`src/rtl/tdma_pkg.sv`:
```
package tdma_pkg;
    typedef enum logic [2:0] {
        ST_IDLE,
        ST_ARMED,
        ST_READ,
        ST_WRITE,
        ST_FINISH
    } tdma_state_e;

    localparam int SEL_W     = 3;
    localparam int HW_EVENTS = (1 << SEL_W) - 1;
    localparam int STRIDE_W  = 3;
    localparam int WORD_B    = 4;
endpackage

```
`src/rtl/tdma_trig_sel.sv`:
```
module tdma_trig_sel #(
    parameter int SEL_W = 3,
    localparam int NSRC = 1 << SEL_W
) (
    input  logic [NSRC-2:0]  evt,
    input  logic             sw_start,
    input  logic [SEL_W-1:0] sel,
    output logic             hit
);
    logic [NSRC-1:0] src;

    // Hardware events occupy the low codes; the all-ones code is software.
    generate
        for (genvar g = 0; g < NSRC - 1; g++) begin : g_hw
            assign src[g] = evt[g];
        end
    endgenerate
    assign src[NSRC-1] = sw_start;
    assign hit = src[sel];
endmodule

```
`src/rtl/tdma_addr_step.sv`:
```
module tdma_addr_step #(
    parameter int AW     = 27,
    parameter int CODE_W = 3
) (
    input  logic [AW-1:0]     base,
    input  logic [CODE_W-1:0] code,
    output logic [AW-1:0]     next
);
    logic [AW-1:0] step;

    // Code 0 holds the address; code k adds 2^k bytes.
    always_comb begin
        if (code == '0) step = '0;
        else            step = AW'(1) << code;
    end
    assign next = base + step;
endmodule

```
`src/rtl/tdma_fsm.sv`:
```
module tdma_fsm
    import tdma_pkg::*;
(
    input  logic clk,
    input  logic rst_n,
    input  logic enable,
    input  logic force_stop,
    input  logic hit,
    input  logic mem_ack,
    input  logic last_word,
    output logic launch,
    output logic mem_req,
    output logic mem_we,
    output logic busy,
    output logic waiting,
    output logic done
);
    tdma_state_e state, state_n;

    always_ff @(posedge clk or negedge rst_n) begin
        if (!rst_n) state <= ST_IDLE;
        else        state <= state_n;
    end

    always_comb begin
        state_n = state;
        if (force_stop) begin
            state_n = ST_IDLE;
        end else begin
            unique case (state)
                ST_IDLE:   if (enable) state_n = ST_ARMED;
                ST_ARMED:  if (!enable) state_n = ST_IDLE;
                           else if (hit) state_n = ST_READ;
                ST_READ:   if (mem_ack) state_n = ST_WRITE;
                ST_WRITE:  if (mem_ack) state_n = last_word ? ST_FINISH : ST_READ;
                ST_FINISH: state_n = ST_IDLE;
                default:   state_n = ST_IDLE;
            endcase
        end
    end

    always_comb begin
        launch  = 1'b0;
        mem_req = 1'b0;
        mem_we  = 1'b0;
        busy    = 1'b0;
        waiting = 1'b0;
        done    = 1'b0;
        unique case (state)
            ST_IDLE:   ;
            ST_ARMED: begin
                waiting = 1'b1;
                launch  = enable && hit && !force_stop;
            end
            ST_READ: begin
                busy    = 1'b1;
                mem_req = !force_stop;
            end
            ST_WRITE: begin
                busy    = 1'b1;
                mem_req = !force_stop;
                mem_we  = 1'b1;
            end
            ST_FINISH: begin
                busy = 1'b1;
                done = !force_stop;
            end
            default: ;
        endcase
    end
endmodule

```
`src/rtl/trig_dma_chan.sv`:
```
module trig_dma_chan
    import tdma_pkg::*;
#(
    parameter int AW    = 27,
    parameter int DW    = 32,
    parameter int CNT_W = 20
) (
    input  logic                clk,
    input  logic                rst_n,
    input  logic                enable,
    input  logic                force_stop,
    input  logic [SEL_W-1:0]    trig_sel,
    input  logic [HW_EVENTS-1:0] evt,
    input  logic                sw_start,
    input  logic                rd_inc,
    input  logic [STRIDE_W-1:0] wr_stride,
    input  logic                rd_upd,
    input  logic                wr_upd,
    input  logic                cfg_load,
    input  logic [AW-1:0]       rd_addr_in,
    input  logic [AW-1:0]       wr_addr_in,
    input  logic [CNT_W-1:0]    byte_cnt_in,
    output logic [AW-1:0]       rd_addr_q,
    output logic [AW-1:0]       wr_addr_q,
    output logic                mem_req,
    output logic                mem_we,
    output logic [AW-1:0]       mem_addr,
    output logic [DW-1:0]       mem_wdata,
    input  logic [DW-1:0]       mem_rdata,
    input  logic                mem_ack,
    output logic                busy,
    output logic                waiting,
    output logic                done
);
    localparam int REM_W = CNT_W + 1;
    localparam logic [REM_W-1:0] FULL_LEN = REM_W'(1) << CNT_W;
    localparam logic [REM_W-1:0] WORD_LEN = REM_W'(WORD_B);

    logic                hit, launch, last_word;
    logic                rd_ack, wr_ack;
    logic [AW-1:0]       rd_cur, wr_cur, rd_next, wr_next;
    logic [CNT_W-1:0]    cnt_cfg;
    logic [REM_W-1:0]    cnt_rem;
    logic [DW-1:0]       data_q;
    logic [STRIDE_W-1:0] rd_code;

    tdma_trig_sel #(.SEL_W(SEL_W)) u_sel (
        .evt(evt), .sw_start(sw_start), .sel(trig_sel), .hit(hit)
    );

    assign rd_code = rd_inc ? STRIDE_W'(2) : '0;

    tdma_addr_step #(.AW(AW), .CODE_W(STRIDE_W)) u_rd_step (
        .base(rd_cur), .code(rd_code), .next(rd_next)
    );
    tdma_addr_step #(.AW(AW), .CODE_W(STRIDE_W)) u_wr_step (
        .base(wr_cur), .code(wr_stride), .next(wr_next)
    );

    assign last_word = cnt_rem <= WORD_LEN;

    tdma_fsm u_fsm (
        .clk(clk), .rst_n(rst_n), .enable(enable), .force_stop(force_stop),
        .hit(hit), .mem_ack(mem_ack), .last_word(last_word),
        .launch(launch), .mem_req(mem_req), .mem_we(mem_we),
        .busy(busy), .waiting(waiting), .done(done)
    );

    assign rd_ack    = mem_req && !mem_we && mem_ack;
    assign wr_ack    = mem_req && mem_we && mem_ack;
    assign mem_addr  = mem_we ? wr_cur : rd_cur;
    assign mem_wdata = data_q;

    // Programmed registers; the completion pulse may store final pointers.
    always_ff @(posedge clk or negedge rst_n) begin
        if (!rst_n) begin
            rd_addr_q <= '0;
            wr_addr_q <= '0;
            cnt_cfg   <= '0;
        end else if (cfg_load && !busy) begin
            rd_addr_q <= rd_addr_in;
            wr_addr_q <= wr_addr_in;
            cnt_cfg   <= byte_cnt_in;
        end else if (done) begin
            if (rd_upd) rd_addr_q <= rd_cur;
            if (wr_upd) wr_addr_q <= wr_cur;
        end
    end

    // Working pointers, remaining count and the word in flight.
    always_ff @(posedge clk or negedge rst_n) begin
        if (!rst_n) begin
            rd_cur  <= '0;
            wr_cur  <= '0;
            cnt_rem <= '0;
            data_q  <= '0;
        end else if (launch) begin
            rd_cur  <= rd_addr_q;
            wr_cur  <= wr_addr_q;
            cnt_rem <= (cnt_cfg == '0) ? FULL_LEN : REM_W'(cnt_cfg);
        end else if (rd_ack) begin
            data_q <= mem_rdata;
        end else if (wr_ack) begin
            rd_cur  <= rd_next;
            wr_cur  <= wr_next;
            cnt_rem <= last_word ? '0 : cnt_rem - WORD_LEN;
        end
    end
endmodule

```
`config.mk`:
```
export PLATFORM = sky130hd
export DESIGN_NAME = trig_dma_chan
export DESIGN_NICKNAME = d
export VERILOG_FILES = /design/src/rtl/tdma_pkg.sv /design/src/rtl/tdma_trig_sel.sv /design/src/rtl/tdma_addr_step.sv /design/src/rtl/tdma_fsm.sv /design/src/rtl/trig_dma_chan.sv
export SDC_FILE = /design/constraint.sdc
export NUM_CORES = 1
export LEC_CHECK = 0
export ABC_AREA = 0
export CAP_MARGIN = 20
export CORE_MARGIN = 1
export CORE_UTILIZATION = 50
export CTS_BUF_LIST = sky130_fd_sc_hd__clkbuf_8
export DETAILED_ROUTE_END_ITERATION = 7
export PLACE_DENSITY = 0.85
export SLEW_MARGIN = 10
export SYNTH_ARGS = -nofsm -noshare
export SYNTH_HDL_FRONTEND = slang
export SYNTH_SLANG_ARGS = --single-unit
```
`constraint.sdc`:
```
create_clock -name clk -period 3 [get_ports clk]
set_input_delay 0.6 -clock clk [delete_from_list [all_inputs] [get_ports clk]]
set_output_delay 0.6 -clock clk [all_outputs]
set_load 0.01 [all_outputs]
```
==> out/summary.json, run 1 <==
{
  "critical_path.reg2reg.endpoint": "cnt_rem[3]",
  "run_status": "finished, final reports clean",
  "vdd.ir_drop.worst_uv": 526,
  "timing.critical_path.from_type": "register",
  "vias_per_cell": 6.09,
  "fin_setup_tns_ns": 0,
  "clk_lat_worst_skew_ns": 0.48,
  "skew_ns": 0.0160,
  "area.growth.synth_to_final_pct": 35.9,
  "cts.reportedPaths.clkPinSlew_ns": 0.11,
  "startpoint_of_the_lowest_slack_register_to_register_path": "cnt_rem[7]",
  "critical-path-slowest-cell": "sky130_fd_sc_hd__clkdlybuf4s50_1",
  "cts-htree-levels": 4,
  "fp.dieW_um": 140,
  "post_drt_wl_per_cell_um": 20.5,
  "timing.critical_path.slowest_cell_delay_ns": 0.58,
  "fmax_mhz": 339,
  "place_ws_ns": -0.110,
  "postSynthCellCount": 985,
  "synth_commonest_cells": "sky130_fd_sc_hd__nand2_1 (209), sky130_fd_sc_hd__dfrtp_1 (184), sky130_fd_sc_hd__mux2_2 (74)",
  "final-hold-violation-count": 0,
  "number_of_clock_buffers_inserted_by_tritoncts": 17,
  "fin_crit_sh_pct": 98.2,
  "rows": 49,
  "crit_required_ns": 2.40,
  "timing.reg2reg.worst_path_depth": 7,
  "min-delay-path-class": "input pin to async pin",
  "drive_gt1_share_pct": 13.6,
  "core-area_sq_um": 18300,
  "criticalPathCategory": "register to output pin",
  "rrSetupSlack_ns": 0.58,
  "ys_async_sr_fraction_pct": 100,
  "gp_routability_congestion": 0.917,
  "overflow": 0,
  "grt_start_max_net_pins": 76,
  "first_global_vias": 9039,
  "routed_wire_length_mm": 30.5,
  "floorplan.die_area_sq_um": 19500,
  "postCtsHoldBufs": 0,
  "timing.max_cap.violations": 0,
  "tritoncts": "built",
  "cts.root.buffer_cell": "sky130_fd_sc_hd__clkbuf_8",
  "setup_violations": 0,
  "route.vias.total": 9032,
  "unrepaired_setup_endpoints_after_global_routing": "false",
  "grt_first_pass_wirelength_mm": 48.7,
  "insertedDiodeCount": 0,
  "drt.antenna.violating_nets": 0,
  "synth_area_per_cell_sq_um": 9.60,
  "synth_seq_area_share_pct": 48.7,
  "timing_max_transition_violations_final": 0,
  "instances_no_fill": 1484,
  "worst_slew_margin_rel_pct": 48.3,
  "ctsLongestPathBuffers": 2,
  "finalCoreUtilization_pct": 70.4,
  "synth_most_common_cell": "sky130_fd_sc_hd__nand2_1",
  "firstDrtPassIters": 7,
  "category_of_the_worst_setup_path_capture_point": "output pin",
  "post-dp-hpwl_mm": 21.8,
  "floorplan.io_pins": 247,
  "grt_antenna_before_repair": 2,
  "grt_use_total_pct": 32.2,
  "cell_area_after_synthesis_sq_um": 9460,
  "cell_types_with_the_largest_area_share_after_synthesis": "sky130_fd_sc_hd__dfrtp_1 (49%), sky130_fd_sc_hd__mux2_2 (8.8%), sky130_fd_sc_hd__nand2_1 (8.3%), sky130_fd_sc_hd__a22oi_1 (5.3%), sky130_fd_sc_hd__o21ai_0 (2.9%)",
  "netlist.area_leader.share_pct": 48.7,
  "setup_slack_ns": 0.0535,
  "drc_errors": 0,
  "cts.sink_count": 184,
  "die_y_um": 140,
  "worst-endpoint-arrival_ns": 2.35,
  "ys_ff_latch": 184,
  "drt_iter0_markers": 750,
  "synth_edf_count": 0,
  "ys_dominant_reg_cell": "sky130_fd_sc_hd__dfrtp_1",
  "fin_nets": 1383,
  "critical_path.max_fanout": 16,
  "yosys.cell_types.count": 59,
  "leakagePower_nw": 5.61,
  "pwr_density_cell_nw_per_um2": 613,
  "worstMarginPinSlew_ns": 0.775,
  "layout_min_cycle_time_ns": 2.95,
  "initial_utilization_pct": 51.8,
  "netlist.top_cell.by_area": "sky130_fd_sc_hd__dfrtp_1",
  "mappedNetlistNets": 1126,
  "place.detailed.instances": 1448,
  "cp_cell_sequence": "and2b_4 -> nand2_4 -> bufbuf_16 -> o21ai_1 -> clkdlybuf4s50_1",
  "place.port_buffers": 246,
  "yosysWarningCount": 0
}
==> critical path: cells and delay by family, from the launching register on <==
family	cells	cell delay, ns
flip-flops	1	0.40
AO/OA/AOI/OAI	1	0.21
buffers and inverters	2	0.90
AND/OR/NAND/NOR	2	0.36
==> metal layers <==
metal / vias up / routed length, um / global-route usage (%)
met2: 469 / 14100 / 50.4
met1: 4397 / 12500 / 41.9
met4: 0 / 1040 / 12.6
li1: 4095 / - / -
met3: 71 / 2840 / 9.77
met5: - / 0 / 0
==> through the flow <==
stage	power [mW]	hold slack [ns]	instance area (sq um)
finish	7.88	0.0779	12900
detailed placement	6.13	0.491	12400
global placement	6.06	0.486	12400
global route	8.26	0.0972	12900
CTS	7.86	0.0853	12800
floorplan	4.70	0.304	9460
==> placed cells by master, fill, tap and decap left out, types with 10 or more instances in the layout <==
master and instances:
sky130_fd_sc_hd__nand2_1 208, sky130_fd_sc_hd__nor4_1 10, sky130_fd_sc_hd__a31oi_1 19, sky130_fd_sc_hd__clkdlybuf4s50_1 239, sky130_fd_sc_hd__o211ai_1 12, sky130_fd_sc_hd__nand4_1 15
sky130_fd_sc_hd__o21ai_0 49, sky130_fd_sc_hd__inv_1 14, sky130_fd_sc_hd__mux2_2 74, sky130_fd_sc_hd__buf_4 39, sky130_fd_sc_hd__nand3_1 32, sky130_fd_sc_hd__dfrtp_1 184
sky130_fd_sc_hd__xor2_1 10, sky130_fd_sc_hd__a22oi_1 67, sky130_fd_sc_hd__a21oi_1 31, sky130_fd_sc_hd__nor3_1 17, sky130_fd_sc_hd__ha_1 11, sky130_fd_sc_hd__clkbuf_8 19
sky130_fd_sc_hd__nor2_1 58
==> kinds of logic (layout without fill, tap and decap cells) <==
group           Yosys count  after routing  share of synthesized area (%)
mux                      76             76                           9.37
compound gates          228            228                           16.1
buf+inv                  69            339                           3.36
simple gates            402            402                           19.5
flops                   184            184                           48.7
xor+xnor                 14             14                           1.30
fa+ha+maj                12             12                           1.67
==> flip-flops by register name (all words and copies together), names as in the netlist, named ones only <==
| name | count |
|---|---|
| cnt_cfg | 20 |
| cnt_rem | 21 |
| mem_wdata | 32 |
| rd_addr_q | 27 |
| rd_cur | 25 |
| u_fsm.state | 3 |
| wr_addr_q | 27 |
| wr_cur | 26 |
==> layout make-up <==
class | count | area [sq um]
clock buffers | 19 | 262
repair buffers | 294 | 2940
inverters | 13 | 48.8
well taps | 229 | 287
clock inverters | 13 | 141
flip-flops and latches | 184 | 4600
fillers | 1392 | 5410
multi-input cells | 732 | 4570
==> power by group <==
group	switching, mW	internal, mW
Sequential	0.778	3.05
Clock	0.954	0.792
Combinational	1.01	1.29
==> worst max path at each step <==
stage,from,to,slack (ns),cells past startpoint
final,u_fsm.state[2],mem_addr[17],0.05,5
after global routing,u_fsm.state[2],mem_addr[17],0.004,5
after CTS,u_fsm.state[1],mem_addr[5],0.00008,5
after detailed placement,wr_stride[2],wr_cur[18],-0.11,11
after global placement,wr_stride[2],wr_cur[20],-0.06,11
after floorplan,wr_stride[0],wr_cur[20],0.51,8
==> repair_timing <==
action	4_1_cts	5_1_grt
setup buffers	2	1
cloned	1	0
endpoints found under the setup margin	26	8
gates resized for setup	11	4
Power figures use the tool's default switching activity.
==> run 2, diff against run 1 <==
CORE_ASPECT_RATIO = 1.4   (was unset)
==> run 2 against run 1 <==
  * Clock power hardly changed
  * Hold slack better by 0.0044 ns
  * Cell area is 0.95% higher
  * Sequential cell count stayed put
  * Non-clock buffer count is 8 higher
  * First-iteration DRC count is 22% higher
  * Largest power group unchanged
  * Via count is 0.90% lower
  * Critical path type unchanged
  * Worst setup slack better by 0.061 ns
==> out/summary.json, run 2 (synthesized netlist as in run 1, its figures left out) <==
{
  "timing.critical_path.from_type": "register",
  "cp_cell_sequence": "and2b_2 -> nand2_4 -> buf_12 -> mux2_2 -> clkdlybuf4s50_1",
  "leakagePower": {"value": 5.78, "unit": "nW", "change": "+3.1%"},
  "insertedDiodeCount": {"value": 0, "change": "unchanged"},
  "cts.reportedPaths.clkPinSlew": {"value": 0.10, "unit": "ns", "change": "about the same"},
  "setup_violations": {"value": 0, "change": "unchanged"},
  "route.vias.total": {"value": 8951, "change": "-0.90%"},
  "timing.max_cap.violations": {"value": 0, "change": "unchanged"},
  "min-delay-path-class": "input pin to async pin",
  "cts.root.buffer_cell": "sky130_fd_sc_hd__clkbuf_8",
  "category_of_the_worst_setup_path_capture_point": "output pin",
  "number_of_clock_buffers_inserted_by_tritoncts": {"value": 17, "change": "unchanged"},
  "place.detailed.instances": {"value": 1469, "change": "+1.5%"},
  "critical-path-slowest-cell": "sky130_fd_sc_hd__clkdlybuf4s50_1",
  "run_status": "finished, final reports clean",
  "routed_wire_length": {"value": 29.0, "unit": "mm", "change": "-5.0%"},
  "drc_errors": {"value": 0, "change": "unchanged"},
  "cts.sink_count": {"value": 184, "change": "unchanged"},
  "critical_path.max_fanout": {"value": 16, "change": "unchanged"},
  "seqCellArea": {"value": 4600, "unit": "sq um", "change": "unchanged"},
  "multi_input_combinational_cell_area": {"value": 4570, "unit": "sq um", "change": "about the same"},
  "mostFrequentLayoutCells": "sky130_fd_sc_hd__clkdlybuf4s50_1 (234), sky130_fd_sc_hd__nand2_1 (208), sky130_fd_sc_hd__dfrtp_1 (184)",
  "post-dp-hpwl": {"value": 21.0, "unit": "mm", "change": "-3.6%"},
  "postPlaceCellArea": {"value": 12500, "unit": "sq um", "change": "+0.56%"},
  "netSwitchingPower": {"value": 2.70, "unit": "mW", "change": "-1.5%"},
  "vias_per_cell": {"value": 5.94, "change": "-2.3%"},
  "vdd.ir_drop.worst": {"value": 326, "unit": "uV", "change": "-38%"},
  "fin_crit_sh": {"value": 96.2, "unit": "%", "change": "-2.0 points"},
  "skew": {"value": 0.0162, "unit": "ns", "change": "+0.000276 ns"},
  "fin_nets": {"value": 1391, "change": "+0.58%"},
  "instances_no_fill": {"value": 1506, "change": "+1.5%"},
  "die_y": {"value": 165, "unit": "um", "change": "+18%"},
  "timing_max_transition_violations_final": {"value": 0, "change": "unchanged"},
  "ctsLongestPathBuffers": {"value": 2, "change": "unchanged"},
  "timing.critical_path.slowest_cell_delay": {"value": 0.49, "unit": "ns", "change": "-0.09 ns"},
  "grt_antenna_before_repair": {"value": 0, "change": "-2"},
  "area.growth.synth_to_final_pct": 37.2,
  "floorplan.die_area": {"value": 19500, "unit": "sq um", "change": "about the same"},
  "tritoncts": "built",
  "power_frac_clock": {"value": 22.3, "unit": "%", "change": "about the same"},
  "drt.antenna.violating_nets": {"value": 0, "change": "unchanged"},
  "floorplan.io_pins": {"value": 247, "change": "unchanged"},
  "gp_routability_congestion": {"value": 0.962, "change": "+4.9%"},
  "overflow": {"value": 0, "change": "unchanged"},
  "crit_required": {"value": 2.40, "unit": "ns", "change": "about the same"},
  "initial_utilization": {"value": 51.1, "unit": "%", "change": "-0.72 points"},
  "worstMarginPinSlew": {"value": 0.538, "unit": "ns", "change": "-0.237 ns"},
  "pwr_density_cell": {"value": 605, "unit": "nW/um^2", "change": "-1.3%"},
  "worst-endpoint-arrival": {"value": 2.29, "unit": "ns", "change": "-0.06 ns"},
  "fp.dieW": {"value": 118, "unit": "um", "change": "-15%"},
  "fin_setup_tns": {"value": 0, "unit": "ns", "change": "unchanged"},
  "worst_slew_margin_rel": {"value": 64.0, "unit": "%", "change": "+16 points"},
  "fmax": {"value": 347, "unit": "MHz", "change": "+2.1%"},
  "criticalPathCategory": "register to output pin",
  "comb_power_share": {"value": 29.3, "unit": "%", "change": "about the same"},
  "n_fill_cell": {"value": 1400, "change": "+0.57%"},
  "first_global_vias": {"value": 8723, "change": "-3.5%"},
  "cts-htree-levels": {"value": 4, "change": "unchanged"},
  "setup_slack": {"value": 0.114, "unit": "ns", "change": "+0.0606 ns"},
  "final-hold-violation-count": {"value": 0, "change": "unchanged"},
  "grt_use_total": {"value": 29.9, "unit": "%", "change": "-2.2 points"},
  "power.share.switching": {"value": 34.4, "unit": "%", "change": "-0.41 points"},
  "layout_min_cycle_time": {"value": 2.89, "unit": "ns", "change": "-0.0606 ns"},
  "place.port_buffers": {"value": 246, "change": "unchanged"},
  "grt_first_pass_wirelength": {"value": 45.3, "unit": "mm", "change": "-7.0%"},
  "firstDrtPassIters": {"value": 5, "change": "-2"},
  "rows": {"value": 59, "change": "+20%"},
  "postCtsHoldBufs": {"value": 0, "change": "unchanged"},
  "finalInstanceArea": {"value": 13000, "unit": "sq um", "change": "+0.95%"},
  "drt_iter0_markers": {"value": 916, "change": "+22%"},
  "post_drt_wl_per_cell": {"value": 19.2, "unit": "um", "change": "-6.3%"},
  "drive_gt1_share": {"value": 14.2, "unit": "%", "change": "+0.56 points"},
  "clk_lat_worst_skew": {"value": 0.47, "unit": "ns", "change": "about the same"},
  "largest_reg_flops": {"value": 32, "change": "unchanged"},
  "grt_start_max_net_pins": {"value": 56, "change": "-26%"},
  "share_seq_of_total_power": {"value": 48.4, "unit": "%", "change": "-0.2 points"},
  "core-area": {"value": 18500, "unit": "sq um", "change": "+1.4%"},
  "layout_commonest_cell": "sky130_fd_sc_hd__clkdlybuf4s50_1",
  "internal_power": {"value": 5.15, "unit": "mW", "change": "+0.27%"},
  "unrepaired_setup_endpoints_after_global_routing": "false",
  "finalCoreUtilization": {"value": 70.1, "unit": "%", "change": "-0.32 points"},
  "place_ws": {"value": -0.255, "unit": "ns", "change": "-0.145 ns"}
}
-- run 2: cell count changes in the layout (fill, tap and decap cells not counted), moves of 2 or more --
| cell | delta |
|---|---|
| sky130_fd_sc_hd__buf_4 | +7 |
| sky130_fd_sc_hd__clkdlybuf4s50_1 | -5 |
| sky130_fd_sc_hd__clkinv_4 | -2 |
| sky130_fd_sc_hd__dlygate4sd2_1 | -4 |
| sky130_fd_sc_hd__dlymetal6s2s_1 | +9 |
| sky130_fd_sc_hd__inv_8 | +2 |
| sky130_fd_sc_hd__o21ai_0 | +2 |
| sky130_fd_sc_hd__o21ai_1 | -2 |
-- run 2: final timing paths --
check | startpoint | endpoint | slack, ns | cells past startpoint
worst max-delay path | u_fsm.state[1] | mem_addr[9] | 0.11 | 5
min in group clk | mem_wdata[1] | mem_wdata[1] | 0.51 | 1
worst min-delay path | rst_n | rd_addr_q[8] | 0.08 | 1
worst max register to register | wr_cur[1] | wr_cur[15] | 0.66 | 9
max in group asynchronous | rst_n | wr_cur[20] | 2.18 | 2
worst min register to register | mem_wdata[1] | mem_wdata[1] | 0.51 | 1
-- run 2: per-layer routing --
layer	wire length [um]	track usage, %
met5	0	0
met1	11200	36.9
met4	1220	14.6
met3	1770	4.35
met2	14800	51.6
-- run 2: layout make-up --
type | count | share of cell area, %
Sequential cell | 184 | 35.5
Multi-Input combinational cell | 732 | 35.2
Timing Repair Buffer | 302 | 23.5
Tap cell | 244 | 2.35
Clock buffer | 18 | 1.91
Clock inverter | 13 | 1.23
Inverter | 13 | 0.376
-- run 2: power by group through the flow --
stage                     logic (mW)  registers [mW]  clock network [mW]
after floorplan                 1.08            3.62                   0
after global placement          2.25            3.79                   0
after detailed placement        2.30            3.81                   0
after CTS                       2.32            3.77                1.78
after global routing            2.50            3.87                1.87
final                           2.30            3.80                1.75
-- run 2: critical path: cells and delay by family, from the launching register on --
family	cells	cell delay [ns]
simple gates	2	0.37
flops	1	0.40
buf+inv	2	0.66
mux	1	0.38
-- run 2: what timing repair did --
action,in CTS,in global routing
setup buffers,2,2
resized for setup,5,12
setup endpoints to repair,20,11
pin swaps,1,0
cloned,1,0
-- run 2: per-stage QoR --
step           power (mW)  hold WS, ns
4_1_cts              7.87       0.0877
3_5_place_dp         6.11        0.489
6_report             7.85       0.0822
2_1_floorplan        4.70        0.304
5_1_grt              8.25        0.105
3_3_place_gp         6.04        0.473
